### src/rtl/sst_pkg.sv
package sst_pkg;

    localparam int SETUP_W = 6;
    localparam int PULSE_W = 7;
    localparam int CYCLE_W = 9;

    typedef struct packed {
        logic [SETUP_W-1:0] str_setup;
        logic [PULSE_W-1:0] str_pulse;
        logic [SETUP_W-1:0] cs_setup;
        logic [PULSE_W-1:0] cs_pulse;
        logic [CYCLE_W-1:0] cycle;
    } timing_t;

    // Normalised access plan, all values counted in access cycles
    typedef struct packed {
        logic [CYCLE_W-1:0] str_on;
        logic [CYCLE_W-1:0] str_off;
        logic [CYCLE_W-1:0] cs_on;
        logic [CYCLE_W-1:0] cs_off;
        logic [CYCLE_W-1:0] last_k;
        logic [CYCLE_W-1:0] cap_k;
    } plan_t;

    typedef enum logic [3:0] {
        FLD_RD_STR_SETUP = 4'd0,
        FLD_RD_STR_PULSE = 4'd1,
        FLD_RD_CS_SETUP  = 4'd2,
        FLD_RD_CS_PULSE  = 4'd3,
        FLD_RD_CYCLE     = 4'd4,
        FLD_WR_STR_SETUP = 4'd5,
        FLD_WR_STR_PULSE = 4'd6,
        FLD_WR_CS_SETUP  = 4'd7,
        FLD_WR_CS_PULSE  = 4'd8,
        FLD_WR_CYCLE     = 4'd9
    } field_e;

    localparam timing_t SLOW_RD_TIM = '{str_setup: 6'd1, str_pulse: 7'd1,
                                        cs_setup: 6'd0, cs_pulse: 7'd2, cycle: 9'd2};
    localparam timing_t SLOW_WR_TIM = '{str_setup: 6'd1, str_pulse: 7'd1,
                                        cs_setup: 6'd0, cs_pulse: 7'd3, cycle: 9'd3};
    localparam timing_t RESET_TIM   = '{str_setup: 6'd1, str_pulse: 7'd2,
                                        cs_setup: 6'd0, cs_pulse: 7'd4, cycle: 9'd4};

endpackage

### src/rtl/sst_timing_regs.sv
module sst_timing_regs
    import sst_pkg::*;
#(
    parameter int NUM_CS = 4,
    localparam int CS_W = (NUM_CS > 1) ? $clog2(NUM_CS) : 1
) (
    input  logic               clk,
    input  logic               rst_n,
    input  logic               cfg_we,
    input  logic [CS_W-1:0]    cfg_cs,
    input  logic [3:0]         cfg_field,
    input  logic [CYCLE_W-1:0] cfg_wdata,
    output timing_t            rd_tim [NUM_CS],
    output timing_t            wr_tim [NUM_CS]
);

    typedef struct packed {
        timing_t rd;
        timing_t wr;
    } bank_t;

    for (genvar g = 0; g < NUM_CS; g++) begin : g_bank
        bank_t bank_d, bank_q;

        always_comb begin
            bank_d = bank_q;
            if (cfg_we && cfg_cs == CS_W'(g)) begin
                case (cfg_field)
                    FLD_RD_STR_SETUP: bank_d.rd.str_setup = cfg_wdata[SETUP_W-1:0];
                    FLD_RD_STR_PULSE: bank_d.rd.str_pulse = cfg_wdata[PULSE_W-1:0];
                    FLD_RD_CS_SETUP:  bank_d.rd.cs_setup  = cfg_wdata[SETUP_W-1:0];
                    FLD_RD_CS_PULSE:  bank_d.rd.cs_pulse  = cfg_wdata[PULSE_W-1:0];
                    FLD_RD_CYCLE:     bank_d.rd.cycle     = cfg_wdata;
                    FLD_WR_STR_SETUP: bank_d.wr.str_setup = cfg_wdata[SETUP_W-1:0];
                    FLD_WR_STR_PULSE: bank_d.wr.str_pulse = cfg_wdata[PULSE_W-1:0];
                    FLD_WR_CS_SETUP:  bank_d.wr.cs_setup  = cfg_wdata[SETUP_W-1:0];
                    FLD_WR_CS_PULSE:  bank_d.wr.cs_pulse  = cfg_wdata[PULSE_W-1:0];
                    FLD_WR_CYCLE:     bank_d.wr.cycle     = cfg_wdata;
                    default:          bank_d = bank_q;
                endcase
            end
        end

        always_ff @(posedge clk or negedge rst_n) begin
            if (!rst_n) begin
                bank_q <= '{rd: RESET_TIM, wr: RESET_TIM};
            end else begin
                bank_q <= bank_d;
            end
        end

        assign rd_tim[g] = bank_q.rd;
        assign wr_tim[g] = bank_q.wr;
    end

endmodule

### src/rtl/sst_timing_select.sv
module sst_timing_select
    import sst_pkg::*;
#(
    parameter int NUM_CS = 4,
    localparam int CS_W = (NUM_CS > 1) ? $clog2(NUM_CS) : 1
) (
    input  logic            slow_clk_mode,
    input  logic            acc_we,
    input  logic [CS_W-1:0] acc_cs,
    input  timing_t         rd_tim [NUM_CS],
    input  timing_t         wr_tim [NUM_CS],
    output plan_t           plan
);

    timing_t            tim;
    logic [CYCLE_W-1:0] len;
    logic [CYCLE_W-1:0] cap_end;

    always_comb begin
        // Override replaces the programmed set on every chip select
        if (slow_clk_mode) begin
            tim = acc_we ? SLOW_WR_TIM : SLOW_RD_TIM;
        end else if (int'(acc_cs) < NUM_CS) begin
            tim = acc_we ? wr_tim[acc_cs] : rd_tim[acc_cs];
        end else begin
            tim = RESET_TIM;
        end

        plan.str_on  = CYCLE_W'(tim.str_setup);
        plan.str_off = CYCLE_W'(tim.str_setup) + CYCLE_W'(tim.str_pulse);
        plan.cs_on   = CYCLE_W'(tim.cs_setup);
        plan.cs_off  = CYCLE_W'(tim.cs_setup) + CYCLE_W'(tim.cs_pulse);

        // Stretch a short cycle so both strobes finish inside the access
        len = tim.cycle;
        if (len < plan.str_off) len = plan.str_off;
        if (len < plan.cs_off)  len = plan.cs_off;
        if (len == '0)          len = CYCLE_W'(1);
        plan.last_k = len - CYCLE_W'(1);

        // Read data sampled at the first rising strobe
        cap_end = len;
        if (tim.str_pulse != '0 && plan.str_off < cap_end) cap_end = plan.str_off;
        if (tim.cs_pulse != '0 && plan.cs_off < cap_end)   cap_end = plan.cs_off;
        plan.cap_k = cap_end - CYCLE_W'(1);
    end

endmodule

### src/rtl/sst_access_seq.sv
module sst_access_seq
    import sst_pkg::*;
#(
    parameter int NUM_CS = 4,
    parameter int ADDR_W = 24,
    parameter int DATA_W = 16,
    localparam int CS_W = (NUM_CS > 1) ? $clog2(NUM_CS) : 1
) (
    input  logic              clk,
    input  logic              rst_n,
    input  logic              req,
    input  logic              req_we,
    input  logic [CS_W-1:0]   req_cs,
    input  logic [ADDR_W-1:0] req_addr,
    input  logic [DATA_W-1:0] req_wdata,
    input  plan_t             plan_in,
    input  logic [DATA_W-1:0] mem_rdata,
    output logic              req_ack,
    output logic [DATA_W-1:0] req_rdata,
    output logic [ADDR_W-1:0] mem_addr,
    output logic [NUM_CS-1:0] mem_ncs,
    output logic              mem_nrd,
    output logic              mem_nwe,
    output logic [DATA_W-1:0] mem_wdata
);

    typedef struct packed {
        logic               busy;
        logic               ack;
        logic               we;
        logic [CS_W-1:0]    cs;
        logic [CYCLE_W-1:0] k;
        plan_t              plan;
        logic [ADDR_W-1:0]  addr;
        logic [DATA_W-1:0]  wdata;
        logic [DATA_W-1:0]  rdata;
        logic [NUM_CS-1:0]  ncs;
        logic               nrd;
        logic               nwe;
    } seq_t;

    seq_t st_d, st_q;
    logic str_win_d;
    logic cs_win_d;

    always_comb begin
        st_d     = st_q;
        st_d.ack = 1'b0;

        if (!st_q.busy) begin
            if (req && !st_q.ack) begin
                st_d.busy  = 1'b1;
                st_d.k     = '0;
                st_d.we    = req_we;
                st_d.cs    = req_cs;
                st_d.addr  = req_addr;
                st_d.wdata = req_wdata;
                st_d.plan  = plan_in;
            end
        end else begin
            if (!st_q.we && st_q.k == st_q.plan.cap_k) begin
                st_d.rdata = mem_rdata;
            end
            if (st_q.k == st_q.plan.last_k) begin
                st_d.busy = 1'b0;
                st_d.ack  = 1'b1;
            end else begin
                st_d.k = st_q.k + CYCLE_W'(1);
            end
        end

        // Strobes registered from the next count: no decode glitches on the pins
        str_win_d = st_d.busy && st_d.k >= st_d.plan.str_on && st_d.k < st_d.plan.str_off;
        cs_win_d  = st_d.busy && st_d.k >= st_d.plan.cs_on  && st_d.k < st_d.plan.cs_off;
        st_d.nrd  = !(str_win_d && !st_d.we);
        st_d.nwe  = !(str_win_d && st_d.we);
        for (int g = 0; g < NUM_CS; g++) begin
            st_d.ncs[g] = !(cs_win_d && st_d.cs == CS_W'(g));
        end
    end

    always_ff @(posedge clk or negedge rst_n) begin
        if (!rst_n) begin
            st_q     <= '0;
            st_q.ncs <= '1;
            st_q.nrd <= 1'b1;
            st_q.nwe <= 1'b1;
        end else begin
            st_q <= st_d;
        end
    end

    assign req_ack   = st_q.ack;
    assign req_rdata = st_q.rdata;
    assign mem_addr  = st_q.addr;
    assign mem_ncs   = st_q.ncs;
    assign mem_nrd   = st_q.nrd;
    assign mem_nwe   = st_q.nwe;
    assign mem_wdata = st_q.wdata;

    AST_IDLE_STROBES_HIGH: assert property (@(posedge clk) disable iff (!rst_n)
        !st_q.busy |-> (&mem_ncs && mem_nrd && mem_nwe));

    AST_ACK_SINGLE: assert property (@(posedge clk) disable iff (!rst_n)
        req_ack |=> !req_ack);

    AST_RD_WR_EXCLUSIVE: assert property (@(posedge clk) disable iff (!rst_n)
        !(!mem_nrd && !mem_nwe));

    AST_COUNT_IN_RANGE: assert property (@(posedge clk) disable iff (!rst_n)
        st_q.busy |-> st_q.k <= st_q.plan.last_k);

    AST_PLAN_FROZEN: assert property (@(posedge clk) disable iff (!rst_n)
        (st_q.busy && $past(st_q.busy)) |-> $stable(st_q.plan));

    AST_SINGLE_SELECT: assert property (@(posedge clk) disable iff (!rst_n)
        $onehot0(~mem_ncs));

    AST_ADDR_HELD: assert property (@(posedge clk) disable iff (!rst_n)
        (st_q.busy && $past(st_q.busy)) |-> ($stable(mem_addr) && $stable(mem_wdata)));

endmodule

### src/rtl/sram_strobe_seq.sv
module sram_strobe_seq
    import sst_pkg::*;
#(
    parameter int NUM_CS = 4,
    parameter int ADDR_W = 24,
    parameter int DATA_W = 16,
    localparam int CS_W = (NUM_CS > 1) ? $clog2(NUM_CS) : 1
) (
    input  logic              clk,
    input  logic              rst_n,
    input  logic              slow_clk_mode,
    input  logic              req,
    input  logic              req_we,
    input  logic [CS_W-1:0]   req_cs,
    input  logic [ADDR_W-1:0] req_addr,
    input  logic [DATA_W-1:0] req_wdata,
    output logic              req_ack,
    output logic [DATA_W-1:0] req_rdata,
    input  logic              cfg_we,
    input  logic [CS_W-1:0]   cfg_cs,
    input  logic [3:0]        cfg_field,
    input  logic [8:0]        cfg_wdata,
    output logic [ADDR_W-1:0] mem_addr,
    output logic [NUM_CS-1:0] mem_ncs,
    output logic              mem_nrd,
    output logic              mem_nwe,
    output logic [DATA_W-1:0] mem_wdata,
    input  logic [DATA_W-1:0] mem_rdata
);

    timing_t rd_tim [NUM_CS];
    timing_t wr_tim [NUM_CS];
    plan_t   plan;

    sst_timing_regs #(.NUM_CS(NUM_CS)) i_regs (
        .clk       (clk),
        .rst_n     (rst_n),
        .cfg_we    (cfg_we),
        .cfg_cs    (cfg_cs),
        .cfg_field (cfg_field),
        .cfg_wdata (CYCLE_W'(cfg_wdata)),
        .rd_tim    (rd_tim),
        .wr_tim    (wr_tim)
    );

    sst_timing_select #(.NUM_CS(NUM_CS)) i_select (
        .slow_clk_mode (slow_clk_mode),
        .acc_we        (req_we),
        .acc_cs        (req_cs),
        .rd_tim        (rd_tim),
        .wr_tim        (wr_tim),
        .plan          (plan)
    );

    sst_access_seq #(
        .NUM_CS (NUM_CS),
        .ADDR_W (ADDR_W),
        .DATA_W (DATA_W)
    ) i_seq (
        .clk       (clk),
        .rst_n     (rst_n),
        .req       (req),
        .req_we    (req_we),
        .req_cs    (req_cs),
        .req_addr  (req_addr),
        .req_wdata (req_wdata),
        .plan_in   (plan),
        .mem_rdata (mem_rdata),
        .req_ack   (req_ack),
        .req_rdata (req_rdata),
        .mem_addr  (mem_addr),
        .mem_ncs   (mem_ncs),
        .mem_nrd   (mem_nrd),
        .mem_nwe   (mem_nwe),
        .mem_wdata (mem_wdata)
    );

endmodule

### config.mk
export PLATFORM = sky130hd
export DESIGN_NAME = sram_strobe_seq
export DESIGN_NICKNAME = d
export VERILOG_FILES = /design/src/rtl/sst_pkg.sv /design/src/rtl/sst_timing_regs.sv /design/src/rtl/sst_timing_select.sv /design/src/rtl/sst_access_seq.sv /design/src/rtl/sram_strobe_seq.sv
export SDC_FILE = /design/constraint.sdc
export NUM_CORES = 1
export LEC_CHECK = 0
export BUFFER_PORTS_ARGS = -buffer_cell sky130_fd_sc_hd__buf_2
export CAP_MARGIN = 20
export CORE_ASPECT_RATIO = 2
export CORE_MARGIN = 2
export CORE_UTILIZATION = 45
export CTS_BUF_LIST = sky130_fd_sc_hd__clkbuf_16
export DETAILED_ROUTE_END_ITERATION = 8
export HOLD_SLACK_MARGIN = 0.08
export PLACE_DENSITY_LB_ADDON = 0.15
export REMOVE_ABC_BUFFERS = 1
export SLEW_MARGIN = 0
export SYNTH_ARGS = -nofsm -noshare
export SYNTH_HDL_FRONTEND = slang
export SYNTH_SLANG_ARGS = --single-unit
### constraint.sdc
create_clock -name clk -period 14.25 [get_ports clk]
set_input_delay 1.425 -clock clk [delete_from_list [all_inputs] [get_ports clk]]
set_output_delay 1.425 -clock clk [all_outputs]
set_load 0.1 [all_outputs]
==> results of run 1 <==
## power by group through the flow
| stage | combinational, mW | clock (mW) | sequential [mW] |
|---|---|---|---|
| 5_1_grt | 2.40 | 1.07 | 1.58 |
| 2_1_floorplan | 1.09 | 0 | 2.11 |
| 3_3_place_gp | 2.21 | 0 | 1.57 |
| 3_5_place_dp | 2.22 | 0 | 1.58 |
| 4_1_cts | 2.23 | 1.03 | 1.56 |
| 6_report | 2.21 | 0.999 | 1.55 |
## tightest hold or removal path, stage by stage, from the launching register on
cell and delay (ns):
dfrtp_1 0.32, nand2_1 0.06, inv_1 0.05
## per-layer routing
| metal | up-vias | routed length, um | track usage |
|---|---|---|---|
| met3 | 139 | 1429 | 0.02289 |
| met5 | - | 0 | 0 |
| li1 | 6612 | - | - |
| met4 | 0 | 3464 | 0.1298 |
| met2 | 298 | 31670 | 0.4508 |
| met1 | 7144 | 19910 | 0.2336 |
## sequential cells by signal (all words and copies together) (netlist names), 4 cells and up
register / count
i_seq.st_q: 67
i_seq.mem_wdata: 16
i_regs.rd_tim: 140
i_seq.mem_addr: 24
i_seq.mem_ncs: 4
i_seq.req_rdata: 16
i_regs.wr_tim: 140
## stage by stage
step	utilization	power, mW	setup slack, ns
after floorplan	-	3.194	1.765
after global placement	0.4761	3.773	0.6836
after detailed placement	0.4761	3.803	0.4595
after CTS	0.5012	4.817	0.9945
after global routing	0.5018	5.051	0.1107
final	0.5018	4.765	0.9159
## synthesized netlist by cell type, drive strengths merged, types with 6 or more instances
master / instances / area share
mux2i: 50 / 0.023
nand2: 256 / 0.044
nand3: 28 / 0.0065
o21ai: 70 / 0.016
mux4: 64 / 0.066
dfstp: 38 / 0.046
nor2: 73 / 0.013
clkbuf: 59 / 0.010
xor2: 14 / 0.0056
dfrtp: 372 / 0.43
a21o: 16 / 0.0055
buf: 89 / 0.028
nor3: 30 / 0.0071
nor2b: 22 / 0.0065
nand4: 11 / 0.0032
mux2: 309 / 0.16
nand2b: 19 / 0.0055
a31oi: 6 / 0.0024
xnor2: 28 / 0.011
ha: 75 / 0.043
inv: 68 / 0.012
a21oi: 52 / 0.013
## cells by family after synthesis
group,count (synthesis),synth area share
simple gates,475,0.09819
mux,423,0.2499
flops,410,0.4747
buf+inv,216,0.05036
compound gates,201,0.06489
fa+ha+maj,77,0.04506
xor+xnor,42,0.01694
## area by class of cell
class	count	share of cell area
multi-input cells	1218	0.4321
flip-flops and latches	410	0.4311
repair buffers	179	0.04291
clock buffers	40	0.04187
well taps	632	0.03308
inverters	68	0.01068
clock inverters	31	0.008216
## worst min path at each step
stage                                           endpoint
after floorplan                i_seq.st_q[106]$_DFF_PN0_
after global placement         i_seq.st_q[115]$_DFF_PN0_
after detailed placement        i_seq.st_q[88]$_DFF_PN0_
after CTS                       i_seq.st_q[88]$_DFF_PN0_
after global routing      i_seq.mem_wdata[9]$_DFFE_PN0P_
final                          i_seq.st_q[115]$_DFF_PN0_
==> flow_summary.yaml, run 1 <==
cells_and_area:
  fin_nets: 2072
  final_layout_size_suffix_gt1_frac: 0.3438
  area_growth_pct: 10.11
  nFillCells: 4336
  layout_common_cells: "dfrtp_1 (372), mux2_2 (307), nand2_1 (256), buf_2 (138), inv_1 (78)"
  multi_input_area_um2: 10330
  antennaDiodeCount: 0
  ff_latch_area_um2: 10310
  design_area_um2: 23910
  stdcell_count: 2578
  layout_commonest_cell: "dfrtp_1"
detailed_routing:
  wl_per_cell_um: 21.90
  via_count: 14190
  totalWireLength_um: 56470
  viasPerCell: 5.505
  drt_first_iter_violations: 548
  ant_nets: 0
  drc_errors: 0
  firstDrtPassIters: 5
floorplanning:
  start_util: 0.4557
  io_pins: 142
  core_um2: 47650
  die_area_um2: 50130
  rows: 113
  die_y_um: 314.7
  die_x_um: 159.3
logic_synthesis:
  synthCells: 1844
  async_reset_ff_frac: 1.000
  synth_ff_type: "dfrtp_1"
  synth.distinct_cells: 87
  ys_seq_area_frac: 0.4747
  synth_edf_count: 0
  ys_seq_elements: 410
  avgSynthCellArea_um2: 11.78
  ys_warn_count: 0
  synth_area_um2: 21710
worst_hold_path:
  hold_class: "reg -> reg"
  hold_path_depth: 2
  min_from: "i_seq.st_q[115]$_DFF_PN0_"
setup_path:
  reg2reg_depth: 52
  crit_arrival_ns: 13.74
  crit_path_end_kind: "flip-flop"
  start_kind: "input port"
  crit_slowest_cell: "mux4_2"
  crit_end: "i_seq.st_q[70]$_DFFE_PN0P_"
  r2r_setup_slack_ns: 1.90
  crit_top_cell: "ha_1"
  crit_family: "compound AO/OA/AOI/OAI gates"
  path_class: "in -> reg"
  timing.rr.start: "i_regs.rd_tim[57]$_DFFE_PN0P_"
  crit_buf_inv: 6
  r2r-end: "i_seq.st_q[70]$_DFFE_PN0P_"
  startpoint: "req_cs[0]"
  cpPeakStageDelay_ns: 0.56
  worst-path-stages: 53
  crit_path_max_fanout: 20
  cp_data_required_time_ns: 14.66
cts:
  post_cts_resized: 0
  worstSkewPairLatency_ns: 0.55
  clkSlewWorstSetupHoldPaths_ns: 0.07
  cts_buffer_depth: 3
  cts_setup_buffers: 0
  cts_tree: "built"
  clock-sinks: 410
  cts_hold_buffers: 0
  htreeDepth: 2
  cts-root-buf: "clkbuf_16"
  numCtsBuffers: 39
power_and_ir_drop:
  power_density_nw_per_um2: 199.3
  seqPwrFrac: 0.326
  pwr-share-comb: 0.464
  pwr-share-clk: 0.210
  switching_share: 0.4359
  peakVddDrop_mv: 0.1742
  p_sw_mw: 2.077
  power_leakage_nw: 11.63
  internal_power_mw: 2.688
global_route:
  overflow: 0
  grt_use_total: 0.2294
  antenna_found_initial: 1
  grt_max_degree: 109
  grt_pass1_wl_um: 88380
  grt_pass1_vias: 15130
placement:
  gp_congestion: 0.9850
  place.detailed.instances: 2506
  portBuffers: 141
  hpwl_um: 41910
  placed_area_um2: 22680
timing:
  finalSetupViolCount: 0
  fin_hold_ws_ns: 0.4628
  slew_headroom: 0.3253
  skew_ns: 0.01474
  max_slew.worst_pin.slew_ns: 1.008
  fmax_mhz: 75.00
  drv_slew: 0
  finalCritPeriodShare: 0.9357
  setup_tns_ns: 0
  fin_crit_ns: 13.33
  rsz0062_at_grt: "false"
  hold_viol_final: 0
run:
  maxCapViolCount: 0
run_status:
  status: "completed"
No activity file was read; power rests on OpenSTA's default activity.
==> run 2: changes to the inputs <==
--- a/config.mk
+++ b/config.mk
@@ -7,9 +7,11 @@
 export LEC_CHECK = 0
 export BUFFER_PORTS_ARGS = -buffer_cell sky130_fd_sc_hd__buf_2
 export CAP_MARGIN = 20
+export CELL_PAD_IN_SITES_DETAIL_PLACEMENT = 2
+export CELL_PAD_IN_SITES_GLOBAL_PLACEMENT = 2
 export CORE_ASPECT_RATIO = 2
 export CORE_MARGIN = 2
-export CORE_UTILIZATION = 45
+export CORE_UTILIZATION = 42
 export CTS_BUF_LIST = sky130_fd_sc_hd__clkbuf_16
 export DETAILED_ROUTE_END_ITERATION = 8
 export HOLD_SLACK_MARGIN = 0.08
==> run 2 against run 1 <==
Sequential share of layout area down 0.34 points. Critical path depth down 1. Sequential power about the same. Wire length up 16%. Via count up 3.0%. Clock power up 9%.
==> flow_summary.yaml, run 2 (synthesis results as in run 1) <==
run_status:
  status: "completed"
global_route:
  grt_max_degree: 160
  overflow: 0
  grt_pass1_wl_um: 101300
  grt_use_total: 0.2501
  antenna_found_initial: 0
  grt_pass1_vias: 17020
setup_path:
  cpPeakStageDelay_ns: 0.72
  crit_path_end_kind: "flip-flop"
  crit_slowest_cell: "nor2_1"
  r2r_setup_slack_ns: 1.86
  path_class: "in -> reg"
  crit_path_max_fanout: 21
  reg2reg_depth: 51
  start_kind: "input port"
  crit_end: "i_seq.st_q[66]$_DFFE_PN0P_"
  cp_data_required_time_ns: 14.72
  crit_top_cell: "ha_1"
  r2r-end: "i_seq.st_q[66]$_DFFE_PN0P_"
  startpoint: "req_cs[0]"
  crit_arrival_ns: 13.86
  timing.rr.start: "i_regs.rd_tim[29]$_DFFE_PN1P_"
detailed_routing:
  viasPerCell: 5.605
  via_count: 14620
  drt_first_iter_violations: 632
  firstDrtPassIters: 4
  totalWireLength_um: 65260
  ant_nets: 0
  wl_per_cell_um: 25.02
  drc_errors: 0
timing:
  drv_slew: 0
  finalCritPeriodShare: 0.9396
  hold_viol_final: 0
  slew_headroom: 0.3118
  fmax_mhz: 74.69
  finalSetupViolCount: 0
  max_slew.worst_pin.slew_ns: 1.032
  setup_tns_ns: 0
  fin_crit_ns: 13.39
  rsz0062_at_grt: "false"
  skew_ns: 0.02103
power_and_ir_drop:
  pwr-share-clk: 0.220
  power_density_nw_per_um2: 205.2
  p_sw_mw: 2.176
  internal_power_mw: 2.770
  switching_share: 0.4400
  power_leakage_nw: 11.70
  seqPwrFrac: 0.318
  pwr-share-comb: 0.462
  peakVddDrop_mv: 0.1695
cts:
  cts_buffer_depth: 3
  cts_setup_buffers: 0
  cts_hold_buffers: 0
  cts-root-buf: "clkbuf_16"
  cts_tree: "built"
  htreeDepth: 2
  clkSlewWorstSetupHoldPaths_ns: 0.07
  post_cts_resized: 0
  worstSkewPairLatency_ns: 0.58
  numCtsBuffers: 40
  clock-sinks: 410
run:
  maxCapViolCount: 0
cells_and_area:
  final_layout_size_suffix_gt1_frac: 0.3475
  fin_util: 0.4731
  antennaDiodeCount: 0
  layout_common_cells: "dfrtp_1 (372), mux2_2 (307), nand2_1 (256), buf_2 (138), inv_1 (79)"
  layout_commonest_cell: "dfrtp_1"
  fin_nets: 2078
  area_growth_pct: 10.99
placement:
  hpwl_um: 47720
  gp_congestion: 0.9206
  portBuffers: 141
floorplanning:
  core_um2: 50940
  io_pins: 142
  die_area_um2: 53640
  rows: 117
  die_y_um: 325.6
  start_util: 0.4262
  die_x_um: 164.8
worst_hold_path:
  hold_class: "reg -> reg"
==> run 2: cell count changes in the layout (fill, tap and decap cells not counted), sizes merged <==
cell	before	now
buf	179	183
bufinv	2	5
clkbuf	40	41
clkinv	17	11
clkinvlp	1	4
inv	79	82
==> run 2: layout make-up <==
cell class | instances | area [um^2]
clock buffers | 40 | 1001
clock inverters | 34 | 317.8
fillers | 5149 | 26840
inverters | 68 | 255.2
multi-input cells | 1218 | 10330
flip-flops and latches | 410 | 10310
well taps | 654 | 818.3
repair buffers | 184 | 1069
==> run 2: worst min-delay path by stage <==
stage | start | endpoint | slack (ns) | depth (start not counted)
after floorplan | i_seq.st_q[106]$_DFF_PN0_ | i_seq.st_q[106]$_DFF_PN0_ | 0.43 | 2
after global placement | i_seq.st_q[106]$_DFF_PN0_ | i_seq.st_q[106]$_DFF_PN0_ | 0.45 | 2
after detailed placement | i_seq.mem_addr[14]$_DFFE_PN0P_ | i_seq.mem_addr[14]$_DFFE_PN0P_ | 0.46 | 2
after CTS | i_seq.mem_addr[14]$_DFFE_PN0P_ | i_seq.mem_addr[14]$_DFFE_PN0P_ | 0.48 | 2
after global routing | i_seq.mem_addr[22]$_DFFE_PN0P_ | i_seq.mem_addr[22]$_DFFE_PN0P_ | 0.49 | 2
final | i_seq.mem_addr[14]$_DFFE_PN0P_ | i_seq.mem_addr[14]$_DFFE_PN0P_ | 0.47 | 2
==> run 2: worst max-delay path: cells and delay by family <==
| kind | cells | cell delay [ns] |
|---|---|---|
| compound gates | 19 | 4.09 |
| buf+inv | 6 | 1.18 |
| xor+xnor | 2 | 0.36 |
| simple gates | 14 | 2.97 |
| mux | 4 | 1.71 |
| fa+ha+maj | 7 | 2.10 |
==> run 2: power by group through the flow <==
stage,Clock [mW],Combinational (mW),Sequential [mW]
finish,1.09,2.29,1.57
floorplan,0,1.09,2.11
global placement,0,2.21,1.57
global route,1.16,2.47,1.60
detailed placement,0,2.29,1.60
CTS,1.12,2.31,1.58
==> run 2: per-stage QoR <==
stage / hold slack [ns] / total power [mW] / cell area, um^2 / setup slack [ns] / cells
after floorplan: 0.4326 / 3.194 / 20880 / 1.765 / 1696
after global placement: 0.4462 / 3.783 / 22770 / 0.6948 / 2533
after detailed placement: 0.4619 / 3.890 / 22770 / 0.3234 / 2533
after CTS: 0.4793 / 5.014 / 24090 / 0.8758 / 2607
after global routing: 0.4927 / 5.241 / 24100 / 0.05781 / 2608
final: 0.4732 / 4.946 / 24100 / 0.8612 / 2608
==> run 2: per-layer routing <==
layer,GRT usage,vias up,share of wire
li1,-,6612,-
met1,0.2525,7580,0.34
met2,0.4894,277,0.57
met3,0.02457,150,0.026
met4,0.1329,0,0.060
met5,0,-,0
==> run 3: changes to the inputs <==
--- a/config.mk
+++ b/config.mk
@@ -5,15 +5,15 @@
 export SDC_FILE = /design/constraint.sdc
 export NUM_CORES = 1
 export LEC_CHECK = 0
-export BUFFER_PORTS_ARGS = -buffer_cell sky130_fd_sc_hd__buf_2
 export CAP_MARGIN = 20
 export CELL_PAD_IN_SITES_DETAIL_PLACEMENT = 2
 export CELL_PAD_IN_SITES_GLOBAL_PLACEMENT = 2
 export CORE_ASPECT_RATIO = 2
 export CORE_MARGIN = 2
-export CORE_UTILIZATION = 42
+export CORE_UTILIZATION = 44
 export CTS_BUF_LIST = sky130_fd_sc_hd__clkbuf_16
 export DETAILED_ROUTE_END_ITERATION = 8
+export DONT_BUFFER_PORTS = 1
 export HOLD_SLACK_MARGIN = 0.08
 export PLACE_DENSITY_LB_ADDON = 0.15
 export REMOVE_ABC_BUFFERS = 1
==> run 3 against run 2 <==
Setup slack improved by 0.11 ns. Wire length is 5.2% lower. First-iteration DRC count up 4.0%. Die area is 4.5% lower. Cell count shrank 7.1%. Combinational power down 34%. Maximum frequency increased by 0.85%. Count of clock-buffer cells in the layout unchanged. Largest power group is now sequential cells.
==> flow_summary.yaml, run 3 (synthesis results as in run 1) <==
run_status:
  status: "completed"
power_and_ir_drop:
  power_leakage_nw: 10.94
  power_density_nw_per_um2: 203.1
  peakVddDrop_mv: 0.1708
detailed_routing:
  drt_first_iter_violations: 657
  totalWireLength_um: 61850
  wl_per_cell_um: 25.51
  drc_errors: 0
  firstDrtPassIters: 4
  ant_nets: 0
  via_count: 14030
  viasPerCell: 5.788
cts:
  cts-root-buf: "clkbuf_16"
  cts_tree: "built"
  cts_setup_buffers: 0
  worstSkewPairLatency_ns: 0.58
  cts_buffer_depth: 3
  clock-sinks: 410
  cts_hold_buffers: 0
  post_cts_resized: 0
  numCtsBuffers: 40
  clkSlewWorstSetupHoldPaths_ns: 0.06
  htreeDepth: 2
timing:
  setup_tns_ns: 0
  slew_headroom: 0.1949
  finalCritPeriodShare: 0.9317
  hold_viol_final: 0
  fmax_mhz: 75.32
  drv_slew: 0
  skew_ns: 0.01914
  fin_crit_ns: 13.28
  rsz0062_at_grt: "false"
  finalSetupViolCount: 0
  max_slew.worst_pin.slew_ns: 1.208
floorplanning:
  die_y_um: 318.2
  io_pins: 142
  core_um2: 48920
  die_area_um2: 51250
  start_util: 0.4438
  die_x_um: 161.1
  rows: 115
cells_and_area:
  layout_commonest_cell: "dfrtp_1"
  layout_common_cells: "dfrtp_1 (372), mux2_2 (307), nand2_1 (256), inv_1 (85), ha_1 (75)"
  fin_util: 0.4709
  fin_nets: 1907
  design_area_um2: 23040
  antennaDiodeCount: 0
  area_growth_pct: 6.108
  final_layout_size_suffix_gt1_frac: 0.2830
setup_path:
  crit_slowest_cell: "mux4_2"
  start_kind: "input port"
  crit_arrival_ns: 13.70
  cp_data_required_time_ns: 14.67
  crit_top_cell: "ha_1"
  cpPeakStageDelay_ns: 0.50
  path_class: "in -> reg"
  crit_path_max_fanout: 78
  crit_path_end_kind: "flip-flop"
placement:
  gp_congestion: 0.8950
  portBuffers: 0
  hpwl_um: 42400
  placed_area_um2: 21790
global_route:
  overflow: 0
  grt_pass1_vias: 16280
  grt_use_total: 0.2478
  grt_max_degree: 411
  antenna_found_initial: 0
  grt_pass1_wl_um: 97660
worst_hold_path:
  hold_class: "reg -> reg"
run:
  maxCapViolCount: 0
==> run 3: changes by cell type in the layout (fill, tap and decap cells not counted), moves of 2 or more <==
cell,previous run,this run
buf_12,2,0
buf_2,138,0
buf_4,42,12
bufinv_16,5,2
clkinvlp_4,4,0
inv_1,79,85
inv_6,3,1
==> run 3: stage by stage <==
step	worst slack [ns]	hold slack [ns]	cells	power [mW]
2_1_floorplan	1.765	0.4326	1696	3.194
3_3_place_gp	0.5801	0.4443	2351	3.575
3_5_place_dp	-0.1217	0.4563	2351	3.680
4_1_cts	0.4132	0.4732	2423	4.725
5_1_grt	0.1593	0.5061	2424	4.951
6_report	0.9735	0.4654	2424	4.680
==> run 3: worst paths after layout <==
path                                               start                             end  slack (ns)  cells after the start
setup / recovery                               req_cs[0]      i_seq.st_q[70]$_DFFE_PN0P_        0.97                     50
hold / removal                 i_seq.st_q[106]$_DFF_PN0_       i_seq.st_q[106]$_DFF_PN0_        0.47                      2
setup reg to reg           i_regs.rd_tim[22]$_DFFE_PN0P_      i_seq.st_q[70]$_DFFE_PN0P_        1.57                     50
hold reg to reg                i_seq.st_q[106]$_DFF_PN0_       i_seq.st_q[106]$_DFF_PN0_        0.47                      2
max in group asynchronous                          rst_n  i_seq.req_rdata[7]$_DFFE_PN0P_       12.71                      0
min in group asynchronous                          rst_n   i_seq.mem_addr[9]$_DFFE_PN0P_        0.54                      0
==> run 3: layout make-up <==
type	count	area [um^2]
repair buffers	13	101.3
inverters	68	255.2
multi-input cells	1218	10350
flip-flops and latches	410	10310
fillers	4871	25880
well taps	643	804.5
clock inverters	32	222.7
clock buffers	40	1001
==> run 3: metal layers <==
metal / vias to the layer above / global-route usage / part of all wire
met5: - / 0 / 0
met4: 0 / 0.1058 / 0.044
met3: 123 / 0.02449 / 0.023
met2: 204 / 0.4481 / 0.53
met1: 7432 / 0.2983 / 0.40
li1: 6272 / - / -
==> run 3: critical path: cells and delay by family <==
kind / cells / cell delay, ns
buffers and inverters: 3 / 0.61
xor gates and xnor gates: 2 / 0.36
muxes: 5 / 1.73
AOI/OAI and AO/OA: 21 / 4.35
adders and majority gates: 7 / 2.25
and+or+nand+nor: 12 / 2.88
==> run 3: where the power goes <==
part | switching, mW | leakage [nW] | internal, mW | total, mW
clock network | 0.467 | 0.658 | 0.550 | 1.02
registers | 0.740 | 5.29 | 1.41 | 2.15
logic | 0.865 | 4.99 | 0.646 | 1.51
total | 2.07 | 10.9 | 2.61 | 4.68
